**src/rtl/wdg_core_pkg.sv**
```systemverilog
package wdg_core_pkg;

  // strobes from control to datapath
  typedef struct packed {
    logic loadCnt;
    logic decCnt;
    logic preClr;
    logic setIrq;
    logic clrIrq;
    logic fireRst;
  } wdgStrobe_t;

  // compare results from datapath back to control
  typedef struct packed {
    logic isZero;
    logic aboveWin;
    logic atThresh;
  } wdgFlags_t;

endpackage

```
**src/rtl/wdg_tick_gen.sv**
```systemverilog
module wdg_tick_gen #(
  parameter int PRE_W = 8
) (
  input  logic             clk,
  input  logic             rstN,
  input  logic             run,
  input  logic             clr,
  input  logic [PRE_W-1:0] divVal,
  output logic             tick
);

  logic [PRE_W-1:0] preCnt;

  // tick on the last cycle of each divVal+1 cycle period
  assign tick = run && (preCnt >= divVal);

  always_ff @(posedge clk or negedge rstN) begin
    if (!rstN) begin
      preCnt <= '0;
    end else if (clr) begin
      preCnt <= '0;
    end else if (run) begin
      if (tick) preCnt <= '0;
      else      preCnt <= preCnt + 1'b1;
    end
  end

endmodule

```
**src/rtl/wdg_ctrl.sv**
```systemverilog
module wdg_ctrl
  import wdg_core_pkg::*;
(
  input  logic       enable,
  input  logic       feed,
  input  logic       debugHalt,
  input  logic       sleep,
  input  logic       lowPowerRun,
  input  logic       earlyIntEn,
  input  logic       earlyIntClr,
  input  logic       tick,
  input  wdgFlags_t  flags,
  output logic       run,
  output wdgStrobe_t strb
);

  logic sleepGate;

  assign sleepGate = sleep && !lowPowerRun;
  assign run       = enable && !debugHalt && !sleepGate;

  always_comb begin
    strb        = '0;
    strb.clrIrq = earlyIntClr;
    if (!enable) begin
      // idle: track reload, drop the interrupt, keep divider at zero
      strb.loadCnt = 1'b1;
      strb.preClr  = 1'b1;
      strb.clrIrq  = 1'b1;
    end else if (feed) begin
      // feed wins over a tick in the same cycle
      strb.loadCnt = 1'b1;
      strb.preClr  = 1'b1;
      strb.fireRst = flags.aboveWin;
    end else if (tick) begin
      if (flags.isZero) begin
        strb.loadCnt = 1'b1;
        strb.fireRst = 1'b1;
      end else begin
        strb.decCnt = 1'b1;
        strb.setIrq = earlyIntEn && flags.atThresh;
      end
    end
  end

endmodule

```
**src/rtl/wdg_datapath.sv**
```systemverilog
module wdg_datapath
  import wdg_core_pkg::*;
#(
  parameter int              CNT_W    = 16,
  parameter logic [CNT_W-1:0] RST_LOAD = '1
) (
  input  logic             clk,
  input  logic             rstN,
  input  wdgStrobe_t       strb,
  input  logic [CNT_W-1:0] reloadVal,
  input  logic [CNT_W-1:0] window,
  input  logic [CNT_W-1:0] earlyThresh,
  output wdgFlags_t        flags,
  output logic [CNT_W-1:0] count,
  output logic             earlyIrq,
  output logic             resetReq
);

  assign flags.isZero   = (count == '0);
  assign flags.aboveWin = (count > window);
  assign flags.atThresh = (count == earlyThresh);

  always_ff @(posedge clk or negedge rstN) begin
    if (!rstN) begin
      count <= RST_LOAD;
    end else if (strb.loadCnt) begin
      count <= reloadVal;
    end else if (strb.decCnt) begin
      count <= count - 1'b1;
    end
  end

  always_ff @(posedge clk or negedge rstN) begin
    if (!rstN) begin
      earlyIrq <= 1'b0;
    end else if (strb.setIrq) begin
      earlyIrq <= 1'b1;
    end else if (strb.clrIrq) begin
      earlyIrq <= 1'b0;
    end
  end

  always_ff @(posedge clk or negedge rstN) begin
    if (!rstN) resetReq <= 1'b0;
    else       resetReq <= strb.fireRst;
  end

endmodule

```
**src/rtl/wdg_window_core.sv**
```systemverilog
module wdg_window_core
  import wdg_core_pkg::*;
#(
  parameter int               CNT_W    = 16,
  parameter int               PRE_W    = 8,
  parameter logic [CNT_W-1:0] RST_LOAD = '1
) (
  input  logic             clk,
  input  logic             rstN,
  input  logic             enable,
  input  logic             feed,
  input  logic             debugHalt,
  input  logic             sleep,
  input  logic             lowPowerRun,
  input  logic [PRE_W-1:0] divVal,
  input  logic [CNT_W-1:0] reloadVal,
  input  logic [CNT_W-1:0] window,
  input  logic [CNT_W-1:0] earlyThresh,
  input  logic             earlyIntEn,
  input  logic             earlyIntClr,
  output logic             earlyIrq,
  output logic             resetReq,
  output logic [CNT_W-1:0] count
);

  wdgStrobe_t strb;
  wdgFlags_t  flags;
  logic       run;
  logic       tick;

  wdg_tick_gen #(.PRE_W(PRE_W)) u_tick (
    .clk    (clk),
    .rstN   (rstN),
    .run    (run),
    .clr    (strb.preClr),
    .divVal (divVal),
    .tick   (tick)
  );

  wdg_ctrl u_ctrl (
    .enable      (enable),
    .feed        (feed),
    .debugHalt   (debugHalt),
    .sleep       (sleep),
    .lowPowerRun (lowPowerRun),
    .earlyIntEn  (earlyIntEn),
    .earlyIntClr (earlyIntClr),
    .tick        (tick),
    .flags       (flags),
    .run         (run),
    .strb        (strb)
  );

  wdg_datapath #(.CNT_W(CNT_W), .RST_LOAD(RST_LOAD)) u_dp (
    .clk         (clk),
    .rstN        (rstN),
    .strb        (strb),
    .reloadVal   (reloadVal),
    .window      (window),
    .earlyThresh (earlyThresh),
    .flags       (flags),
    .count       (count),
    .earlyIrq    (earlyIrq),
    .resetReq    (resetReq)
  );

endmodule

```
**config.mk**
```make
export PLATFORM = sky130hd
export DESIGN_NAME = wdg_window_core
export DESIGN_NICKNAME = d
export VERILOG_FILES = /design/src/rtl/wdg_core_pkg.sv /design/src/rtl/wdg_tick_gen.sv /design/src/rtl/wdg_ctrl.sv /design/src/rtl/wdg_datapath.sv /design/src/rtl/wdg_window_core.sv
export SDC_FILE = /design/constraint.sdc
export NUM_CORES = 1
export LEC_CHECK = 0
export BUFFER_PORTS_ARGS = -buffer_cell sky130_fd_sc_hd__buf_4
export CAP_MARGIN = 10
export CORE_MARGIN = 8
export CORE_UTILIZATION = 50
export DETAILED_ROUTE_END_ITERATION = 7
export PLACE_DENSITY = 0.8
export SYNTH_ARGS = -nofsm -noshare
export SYNTH_HDL_FRONTEND = slang
export SYNTH_SLANG_ARGS = --single-unit
export TNS_END_PERCENT = 30
```
**constraint.sdc**
```tcl
create_clock -name clk -period 3 [get_ports clk]
set_input_delay 0.6 -clock clk [delete_from_list [all_inputs] [get_ports clk]]
set_output_delay 0.6 -clock clk [all_outputs]
set_load 0.02 [all_outputs]
```
# Word level (Yosys, flattened, before mapping)

Index checks and enable logic that the tools add are counted.
Widths: inputs -> output; s select.

$add $sub $neg: 2
Muxes and demuxes: 24
Reduce and logical (&&, ||, !) cells: 12
Equal/unequal tests: 1
Order comparisons: 2

Operator list:

| kind                  | number |
|---|---|
| $mux 16               | 2 |
| $mux 8                | 3 |
| $mux 1                | 18 |
| $eq 16x16->1          | 1 |
| $gt 16x16->1          | 1 |
| $logic_not 16->1      | 1 |
| $sub 16x1->16 const B | 1 |
| $add 8x1->8 const B   | 1 |
| $ge 8x8->1            | 1 |
| $reduce_bool 2->1     | 3 |
| $logic_and 1x1->1     | 5 |
| $logic_not 1->1       | 3 |
| $mux 2                | 1 |

Word-level logic and storage cells: 45
Bits of input ports: 65
Bits in registers: 26
Output and inout bits: 18

# Depth between registers and ports, before layout

Gate-level depths: netlist of run 1.

Word-level depth: 10
Gate-level depth with buffers: 10
Depth with buffers taken out: 8

# By module

From an unflattened synthesis of run 1, not the netlist that was laid out.

Cell total of the unflattened synthesis: 268
Area total of the unflattened synthesis: 2293.4 sq um

Modules (own cells, without submodules):

| module       | seq. area each (sq um) | cells an instance | area each (sq um) | instances |
|---|---|---|---|---|
| wdg_datapath | 470.5                  | 179               | 1536.5            | 1 |
| wdg_tick_gen | 200.2                  | 79                | 691.9             | 1 |
| wdg_ctrl     | 0.0                    | 10                | 65.1              | 1 |

# Least setup slack after synthesis of run 1

Ideal clock, no wire load.

Kind: input -> register
From: in divVal[0]
To: reg u_dp.count[11]
Slack: 0.487 ns
Library setup time: 0.083 ns
Required time: 2.917 ns
Arrival time: 2.429 ns
Path buffers: 2
Stages on the path: 9
Cells stage by stage: ha_1 > nand2b_4 > a2111o_1 > a311oi_2 > or2_1 > buf_6 > o21ai_4 > buf_6 > a221o_1

Longest elaborated chain between the ends: 6
Elaborated cells on any way between the ends: 9
Those cells by class: 1 x order compare; 6 x mux; 2 x reduce/logical

Ends and longest elaborated chain:

| what                                                | line                  | source |
|---|---|---|
| start: declaration                                  | wdg_window_core.sv:15 | `input logic [PRE_W-1:0] divVal,` |
| $ge 8x8->1 (*)                                      | wdg_tick_gen.sv:15    | `assign tick = run && (preCnt >= divVal);` |
| $logic_and 1x1->1 (*)                               | wdg_tick_gen.sv:15    |  |
| $mux 2 (*)                                          | wdg_ctrl.sv:35        | `end else if (tick) begin` |
| $mux 1                                              | wdg_ctrl.sv:30        | `end else if (feed) begin` |
| $mux 1                                              | wdg_ctrl.sv:25        | `if (!enable) begin` |
| $mux 16 / $reduce_bool 2->1 (equally long branches) | n/a                   |  |
| end signal: assignment                              | wdg_datapath.sv:27    | `count <= reloadVal;` |
| end signal: assignment                              | wdg_datapath.sv:29    | `count <= count - 1'b1;` |
| end: declaration                                    | wdg_datapath.sv:14    | `output logic [CNT_W-1:0] count,` |

Every way passes the cells marked *; elsewhere a longest branch is shown, timed or not.
A chain may end at the register's enable or synchronous reset.

# Worst setup path in the final report of run 1

From: reg u_tick.preCnt[0]
To: reg u_dp.count[2]

Longest elaborated chain between the ends: 6
Elaborated cells on any way between the ends: 9
Those cells by class: 1 x order compare; 6 x mux; 2 x reduce/logical

Ends and longest elaborated chain:

| what                                                | line               | source |
|---|---|---|
| start: declaration                                  | wdg_tick_gen.sv:12 | `logic [PRE_W-1:0] preCnt;` |
| start signal: assignment                            | wdg_tick_gen.sv:24 | `else preCnt <= preCnt + 1'b1;` |
| $ge 8x8->1 (*)                                      | wdg_tick_gen.sv:15 |  |
| $logic_and 1x1->1 (*)                               | wdg_tick_gen.sv:15 |  |
| $mux 2 (*)                                          | wdg_ctrl.sv:35     |  |
| $mux 1                                              | wdg_ctrl.sv:30     |  |
| $mux 1                                              | wdg_ctrl.sv:25     |  |
| $mux 16 / $reduce_bool 2->1 (equally long branches) | n/a                |  |

Marks and branches as above.

==> results of run 1 <==
## kinds of logic after synthesis
group                      synth area share (%)
DFF                                        28.0
AOI/OAI and AO/OA                          19.6
buffers and inverters                      7.33
xor gates and xnor gates                   8.06
adders and majority gates                  14.1
and+or+nand+nor                            22.8
## worst max-delay path: cells and delay by family, from the launching register on
family | cells | cell delay (ps)
AO/OA/AOI/OAI | 4 | 840
adder cells (fa/ha/maj) | 1 | 280
flip-flops | 1 | 490
buffers and inverters | 1 | 110
AND/OR/NAND/NOR | 2 | 900
## sequential cells by signal (all words and copies together), names as in the netlist
name,flops
u_dp.count,16
u_dp.resetReq,1
u_dp.earlyIrq,1
u_tick.preCnt,8
## final timing paths
path / slack, ps / to / cells past startpoint / startpoint
setup / recovery: 320 / u_dp.count[2] / 8 / u_tick.preCnt[0]
hold / removal: 220 / u_tick.preCnt[6] / 1 / rstN
setup reg to reg: 320 / u_dp.count[2] / 8 / u_tick.preCnt[0]
hold reg to reg: 530 / u_dp.earlyIrq / 2 / u_dp.earlyIrq
max in group asynchronous: 2470 / u_dp.count[6] / 1 / rstN
min in group clk: 530 / u_dp.count[8] / 3 / reloadVal[8]
## per-stage QoR
stage | setup slack [ps] | util, % | instance area [µm²] | instances
4_1_cts | 374 | 67.0 | 3120 | 418
6_report | 323 | 67.0 | 3120 | 418
2_1_floorplan | 487 | - | 2390 | 282
3_3_place_gp | 296 | 65.5 | 3050 | 414
3_5_place_dp | 258 | 65.5 | 3050 | 414
5_1_grt | 242 | 67.0 | 3120 | 418
## routing by layer
metal	up-vias	global-route usage (%)	routed length (µm)
li1	1195	-	-
met1	1158	25.3	3320
met2	125	35.7	3630
met3	15	3.76	505
met4	0	6.80	131
met5	-	0	0
## cells in the final DEF, fill, tap and decap left out, types with 2 or more instances in the layout
cell type / Yosys / final
and3_1: 3 / 3
or3_1: 2 / 2
o21ai_0: 13 / 13
dfrtp_1: 10 / 10
a211o_1: 4 / 4
clkbuf_8: 0 / 3
a221o_1: 6 / 6
nand3b_1: 2 / 2
xnor2_1: 16 / 16
ha_1: 27 / 27
nand2_1: 19 / 19
a21oi_1: 18 / 18
nand4_1: 10 / 10
nor2b_1: 3 / 3
a21o_1: 3 / 3
buf_4: 1 / 88
nand2b_1: 5 / 5
o31ai_1: 3 / 3
nor3_1: 10 / 10
o32a_1: 2 / 2
dfstp_2: 16 / 16
xor2_1: 6 / 6
nand3_1: 14 / 14
inv_1: 29 / 29
o211ai_1: 3 / 3
nor4_1: 10 / 10
nor2_1: 17 / 17
## area by class of cell
cell class | count | area, µm²
clock buffers | 3 | 41.3
fillers | 399 | 1540
well taps | 54 | 67.6
flip-flops and latches | 26 | 671
multi-input cells | 217 | 1550
repair buffers | 88 | 661
clock inverters | 1 | 30.0
inverters | 29 | 109
## power groups by stage
stage	clock network, mW	logic, mW	registers, mW
2_1_floorplan	0	0.147	0.444
3_3_place_gp	0	0.299	0.439
3_5_place_dp	0	0.308	0.438
4_1_cts	0.305	0.310	0.432
5_1_grt	0.317	0.339	0.438
6_report	0.299	0.308	0.434
==> impl_metrics.py, run 1 <==
metrics = {
    "synth": {
        "synth.avg_cell_area_um2": 8.48,
        "synth_nets": 374,
        "yosys_warnings": 0,
        "netlist_area_mm2": 0.00239,
        "synth_area_leaders": "dfstp_2, ha_1, dfrtp_1",
        "synth_cells": 282,
        "yosysUniqueCellTypes": 50,
        "synth_top_area_share_pct": 17.6,
        "synth_edf_count": 0,
        "synth_flop_cell": "dfstp_2",
        "synth_common_cells": "inv_1, ha_1, nand2_1, a21oi_1, nor2_1",
        "synthArstFlopShare_pct": 100,
        "ys_seq_elements": 26,
        "synth_top_cell_by_area": "dfstp_2",
        "post-synth-top-count-cell": "inv_1",
        "seq_area_frac_synth_pct": 28.0,
    },
    "route": {
        "drtIter0Drc": 188,
        "ant_nets": 0,
        "drt-wirelength-per-cell_um": 18.2,
        "totalWireLength_um": 7590,
        "drc": 0,
        "drt_pass1_iterations": 5,
        "vias_per_cell": 5.96,
        "vias": 2493,
    },
    "grt": {
        "gr-total-overflow": 0,
        "grt_pass1_vias": 2659,
        "grtUsageTotal_pct": 20.8,
        "grt_start_max_net_pins": 27,
        "antenna_found_initial": 0,
        "grt_pass1_wl_um": 12500,
    },
    "power": {
        "comb_power_share_pct": 29.6,
        "intPower_mw": 0.727,
        "power_mw": 1.04,
        "p_per_area_mw_per_mm2": 333,
        "peakVddDrop_v": 0.000211,
        "power_frac_seq_pct": 41.7,
        "p_sw_mw": 0.314,
        "p_clk_share_pct": 28.7,
        "leakage_nw": 1.50,
        "power.share.switching_pct": 30.2,
    },
    "final_layout": {
        "drive_above_1_share_pct": 31.3,
        "num_antenna_cells": 0,
        "area_delta_synth_final_pct": 30.7,
        "nets": 457,
    },
    "sta": {
        "setup-tns-final_ps": 0,
        "post-route-period-util_pct": 89.2,
        "final-hold-violation-count": 0,
        "slew_violations": 0,
        "fmax_ghz": 0.374,
        "setup_viol": 0,
        "tightest_slew_ps": 1020,
        "fin_crit_ps": 2680,
        "max_slew_margin_pct": 31.9,
        "whs_ps": 223,
        "clock_skew_ps": 5.92,
        "rsz0062_at_grt": "false",
    },
    "outcome": {
        "status": "complete, no violations",
    },
    "flow_run": {
        "max-cap-violations": 0,
    },
    "placed_design": {
        "port-buffer-count": 82,
        "dpl.hpwl_um": 6020,
        "gp_congestion": 0.887,
    },
    "critical_path": {
        "cp_max_fo": 15,
        "worstPathRequired_ps": 3210,
        "max_stage_delay_ps": 800,
        "worstPathArrival_ps": 2890,
        "slowest_stage": "nor2_1",
        "crit_chain": "inv_1 -> ha_1 -> nand2b_4 -> a2111o_1 -> a311oi_2 -> nor2_1 -> a21boi_0 -> o32a_1",
        "critPathLaunchType": "flip-flop",
        "path_class": "reg -> reg",
        "end_kind": "flip-flop",
    },
    "floorplanning": {
        "ios": 83,
        "rows": 25,
        "core_mm2": 0.00466,
        "die-height_um": 85.2,
        "initial_core_util_pct": 51.3,
        "die_area_mm2": 0.00725,
        "die_w_um": 85.2,
    },
    "clocking": {
        "htree_levels": 1,
        "insertion_delay_ps": 280,
        "cts_resized": 0,
        "postCtsSetupBuffers": 0,
        "cts_sinks": 26,
        "root_buffer": "clkbuf_8",
        "path_clk_slew_ps": 100,
        "numCtsBuffers": 3,
        "clock_path_buffers": 2,
        "holdBufCountCts": 0,
        "cts_tree": "built",
    },
    "hold_path": {
        "hp-class": "in -> async",
    },
}
(Power assumes the default switching activity.)
==> run 2, diff against run 1 <==
--- a/config.mk
+++ b/config.mk
@@ -5,12 +5,13 @@
 export SDC_FILE = /design/constraint.sdc
 export NUM_CORES = 1
 export LEC_CHECK = 0
+export ABC_AREA = 1
 export BUFFER_PORTS_ARGS = -buffer_cell sky130_fd_sc_hd__buf_4
 export CAP_MARGIN = 10
 export CORE_MARGIN = 8
 export CORE_UTILIZATION = 50
 export DETAILED_ROUTE_END_ITERATION = 7
-export PLACE_DENSITY = 0.8
+export PLACE_DENSITY = 0.78
 export SYNTH_ARGS = -nofsm -noshare
 export SYNTH_HDL_FRONTEND = slang
 export SYNTH_SLANG_ARGS = --single-unit
==> run 2 against run 1 <==
Against the previous run: final cell count is 31% higher; flip-flop and latch count unchanged; highest routed layer unchanged; sequential power rose by 7.6%; wire length fell by 2.1%; count of clock-buffer cells in the layout grew 1; die area increased by 15%; largest cell class unchanged; power up 11%; critical path type unchanged; non-clock buffer count decreased by 4; core utilization decreased by 2.7 points.
==> impl_metrics.py, run 2 <==
metrics = {
    "outcome": {
        "status": "complete, no violations",
    },
    "sta": {
        "rsz0062_at_grt": "false",
        "post-route-period-util_pct": 77.7,
        "clock_skew_ps": 2.70,
        "setup_viol": 0,
        "setup_slack_ps": 669,
        "slew_violations": 0,
        "tightest_slew_ps": 462,
        "final-hold-violation-count": 0,
        "fin_crit_ps": 2330,
        "max_slew_margin_pct": 69.1,
        "setup-tns-final_ps": 0,
        "whs_ps": 221,
        "fmax_ghz": 0.429,
    },
    "grt": {
        "gr-total-overflow": 0,
        "grt_pass1_wl_um": 12800,
        "grt_pass1_vias": 2754,
        "grtUsageTotal_pct": 18.2,
        "grt_start_max_net_pins": 27,
        "antenna_found_initial": 0,
    },
    "critical_path": {
        "worstPathArrival_ps": 2550,
        "r2r_slack_ps": 670,
        "r2r_end": "u_tick.preCnt[1]",
        "critPathBufInv": 1,
        "slowest_stage": "dfrtp_1",
        "r2r.worst_path.cells": 10,
        "reg2reg_from": "u_tick.preCnt[5]",
        "path_class": "reg -> reg",
        "cp_max_fo": 18,
        "max_stage_delay_ps": 450,
        "critPathLaunchType": "flip-flop",
        "worstPathRequired_ps": 3220,
        "cp_top_family": "simple AND/OR/NAND/NOR gates",
        "crit_chain": "ha_1 -> a21oi_1 -> nor2_1 -> nor2_1 -> nand3_2 -> nand2_1 -> nand2_1 -> inv_2 -> nand3_1 -> nand2_1",
        "end_kind": "flip-flop",
        "worst_path_most_repeated_cell": "nand2_1",
    },
    "placed_design": {
        "place_worst_setup_slack_ps": 435,
        "dpl_cell_area_mm2": 0.00346,
        "dpl.hpwl_um": 6020,
        "gp_congestion": 0.932,
        "dp_cells": 544,
        "port-buffer-count": 82,
    },
    "route": {
        "totalWireLength_um": 7430,
        "drt-wirelength-per-cell_um": 13.6,
        "drtIter0Drc": 144,
        "vias": 2715,
        "ant_nets": 0,
        "vias_per_cell": 4.95,
        "drt_pass1_iterations": 5,
        "drc": 0,
    },
    "final_layout": {
        "largest_register_ff_count": 16,
        "area_delta_synth_final_pct": 24.5,
        "drive_above_1_share_pct": 33.8,
        "regMostFlops": "u_dp.count",
        "reg.largest.list": "u_dp.count x16, u_tick.preCnt x8",
        "layout_common_cells": "nand2_1, buf_4, inv_1",
        "final_common_cell": "nand2_1",
        "fillers": 501,
        "post-route-util_pct": 64.3,
        "nets": 569,
        "num_antenna_cells": 0,
        "final_area_mm2": 0.00352,
        "ff_latch_area_um2": 671,
        "multi_input_area_mm2": 0.00181,
        "stdcell_count": 548,
    },
    "clocking": {
        "cts_tree": "built",
        "cts_sinks": 26,
        "path_clk_slew_ps": 100,
        "insertion_delay_ps": 280,
        "clock_path_buffers": 2,
        "numCtsBuffers": 3,
        "root_buffer": "clkbuf_8",
        "holdBufCountCts": 0,
        "htree_levels": 1,
        "postCtsSetupBuffers": 0,
        "cts_resized": 0,
    },
    "synth": {
        "synth_flop_cell": "dfstp_2",
        "synth_edf_count": 0,
        "yosys_warnings": 0,
        "synth_top_cell_by_area": "dfstp_2",
        "synthArstFlopShare_pct": 100,
        "yosysUniqueCellTypes": 34,
        "ys_seq_elements": 26,
        "synth_nets": 490,
        "synth_area_leaders": "dfstp_2, ha_1, nand2_1",
        "netlist_area_mm2": 0.00283,
        "synth.avg_cell_area_um2": 7.10,
        "post-synth-top-count-cell": "nand2_1",
        "synth_cells": 398,
        "synth_top_area_share_pct": 14.9,
        "seq_area_frac_synth_pct": 23.7,
        "synth_common_cells": "nand2_1, inv_1, nor2_1, ha_1, nand3_1",
    },
    "floorplanning": {
        "initial_core_util_pct": 51.6,
        "ios": 83,
        "die_area_mm2": 0.00831,
        "die_w_um": 91.2,
        "die-height_um": 91.2,
        "rows": 27,
        "core_mm2": 0.00547,
    },
    "power": {
        "p_per_area_mw_per_mm2": 330,
        "leakage_nw": 1.95,
        "peakVddDrop_v": 0.000191,
        "power_mw": 1.16,
    },
    "flow_run": {
        "max-cap-violations": 0,
    },
    "hold_path": {
        "hp-class": "in -> async",
    },
}
## run 2: cell count changes after synthesis, sizes merged, moves of 5 or more
| cell | previous run | this run |
|---|---|---|
| nand2 | 19 | 110 |
| inv | 29 | 71 |
| nand3 | 14 | 47 |
| nor2 | 18 | 40 |
| nor4 | 10 | 0 |
| xor2 | 6 | 16 |
| xnor2 | 16 | 9 |
| a21oi | 18 | 12 |
| a221o | 6 | 0 |
| nand2b | 6 | 0 |
| o21ai | 14 | 8 |
| nand4 | 10 | 5 |
| nor3 | 11 | 6 |
## run 2: area by class of cell
type / count / area share, %
multi-input combinational: 291 / 51.3
inverter: 71 / 7.57
tap: 72 / 2.56
sequential: 26 / 19.1
timing repair buffer: 84 / 17.9
clock buffer: 4 / 1.56
## run 2: power breakdown
| group | internal (mW) | total, mW | switching [mW] |
|---|---|---|---|
| logic | 0.208 | 0.456 | 0.247 |
| registers | 0.400 | 0.467 | 0.0662 |
| clock network | 0.118 | 0.239 | 0.121 |
## run 2: how the worst max path moves through the flow
| stage | startpoint | end | cells past startpoint |
|---|---|---|---|
| detailed placement | divVal[5] | u_tick.preCnt[1] | 12 |
| global route | u_tick.preCnt[5] | u_tick.preCnt[1] | 10 |
| finish | u_tick.preCnt[5] | u_tick.preCnt[1] | 10 |
| global placement | divVal[7] | u_tick.preCnt[1] | 11 |
| floorplan | divVal[7] | u_dp.count[11] | 11 |
| CTS | u_tick.preCnt[5] | u_tick.preCnt[1] | 10 |
## run 2: cell families after synthesis
family | Yosys count | synth area share [%]
adders and majority gates | 27 | 12.0
buffers and inverters | 81 | 12.4
xor gates and xnor gates | 25 | 7.75
AOI/OAI and AO/OA | 27 | 5.31
DFF | 26 | 23.7
and+or+nand+nor | 212 | 38.9
## run 2: routing by layer
metal | vias up | track usage, % | share of wire [%]
met1 | 1236 | 22.4 | 45
met5 | - | 0 | 0
met4 | 0 | 3.14 | 0.32
met3 | 4 | 2.63 | 5.2
met2 | 72 | 32.8 | 50
li1 | 1403 | - | -
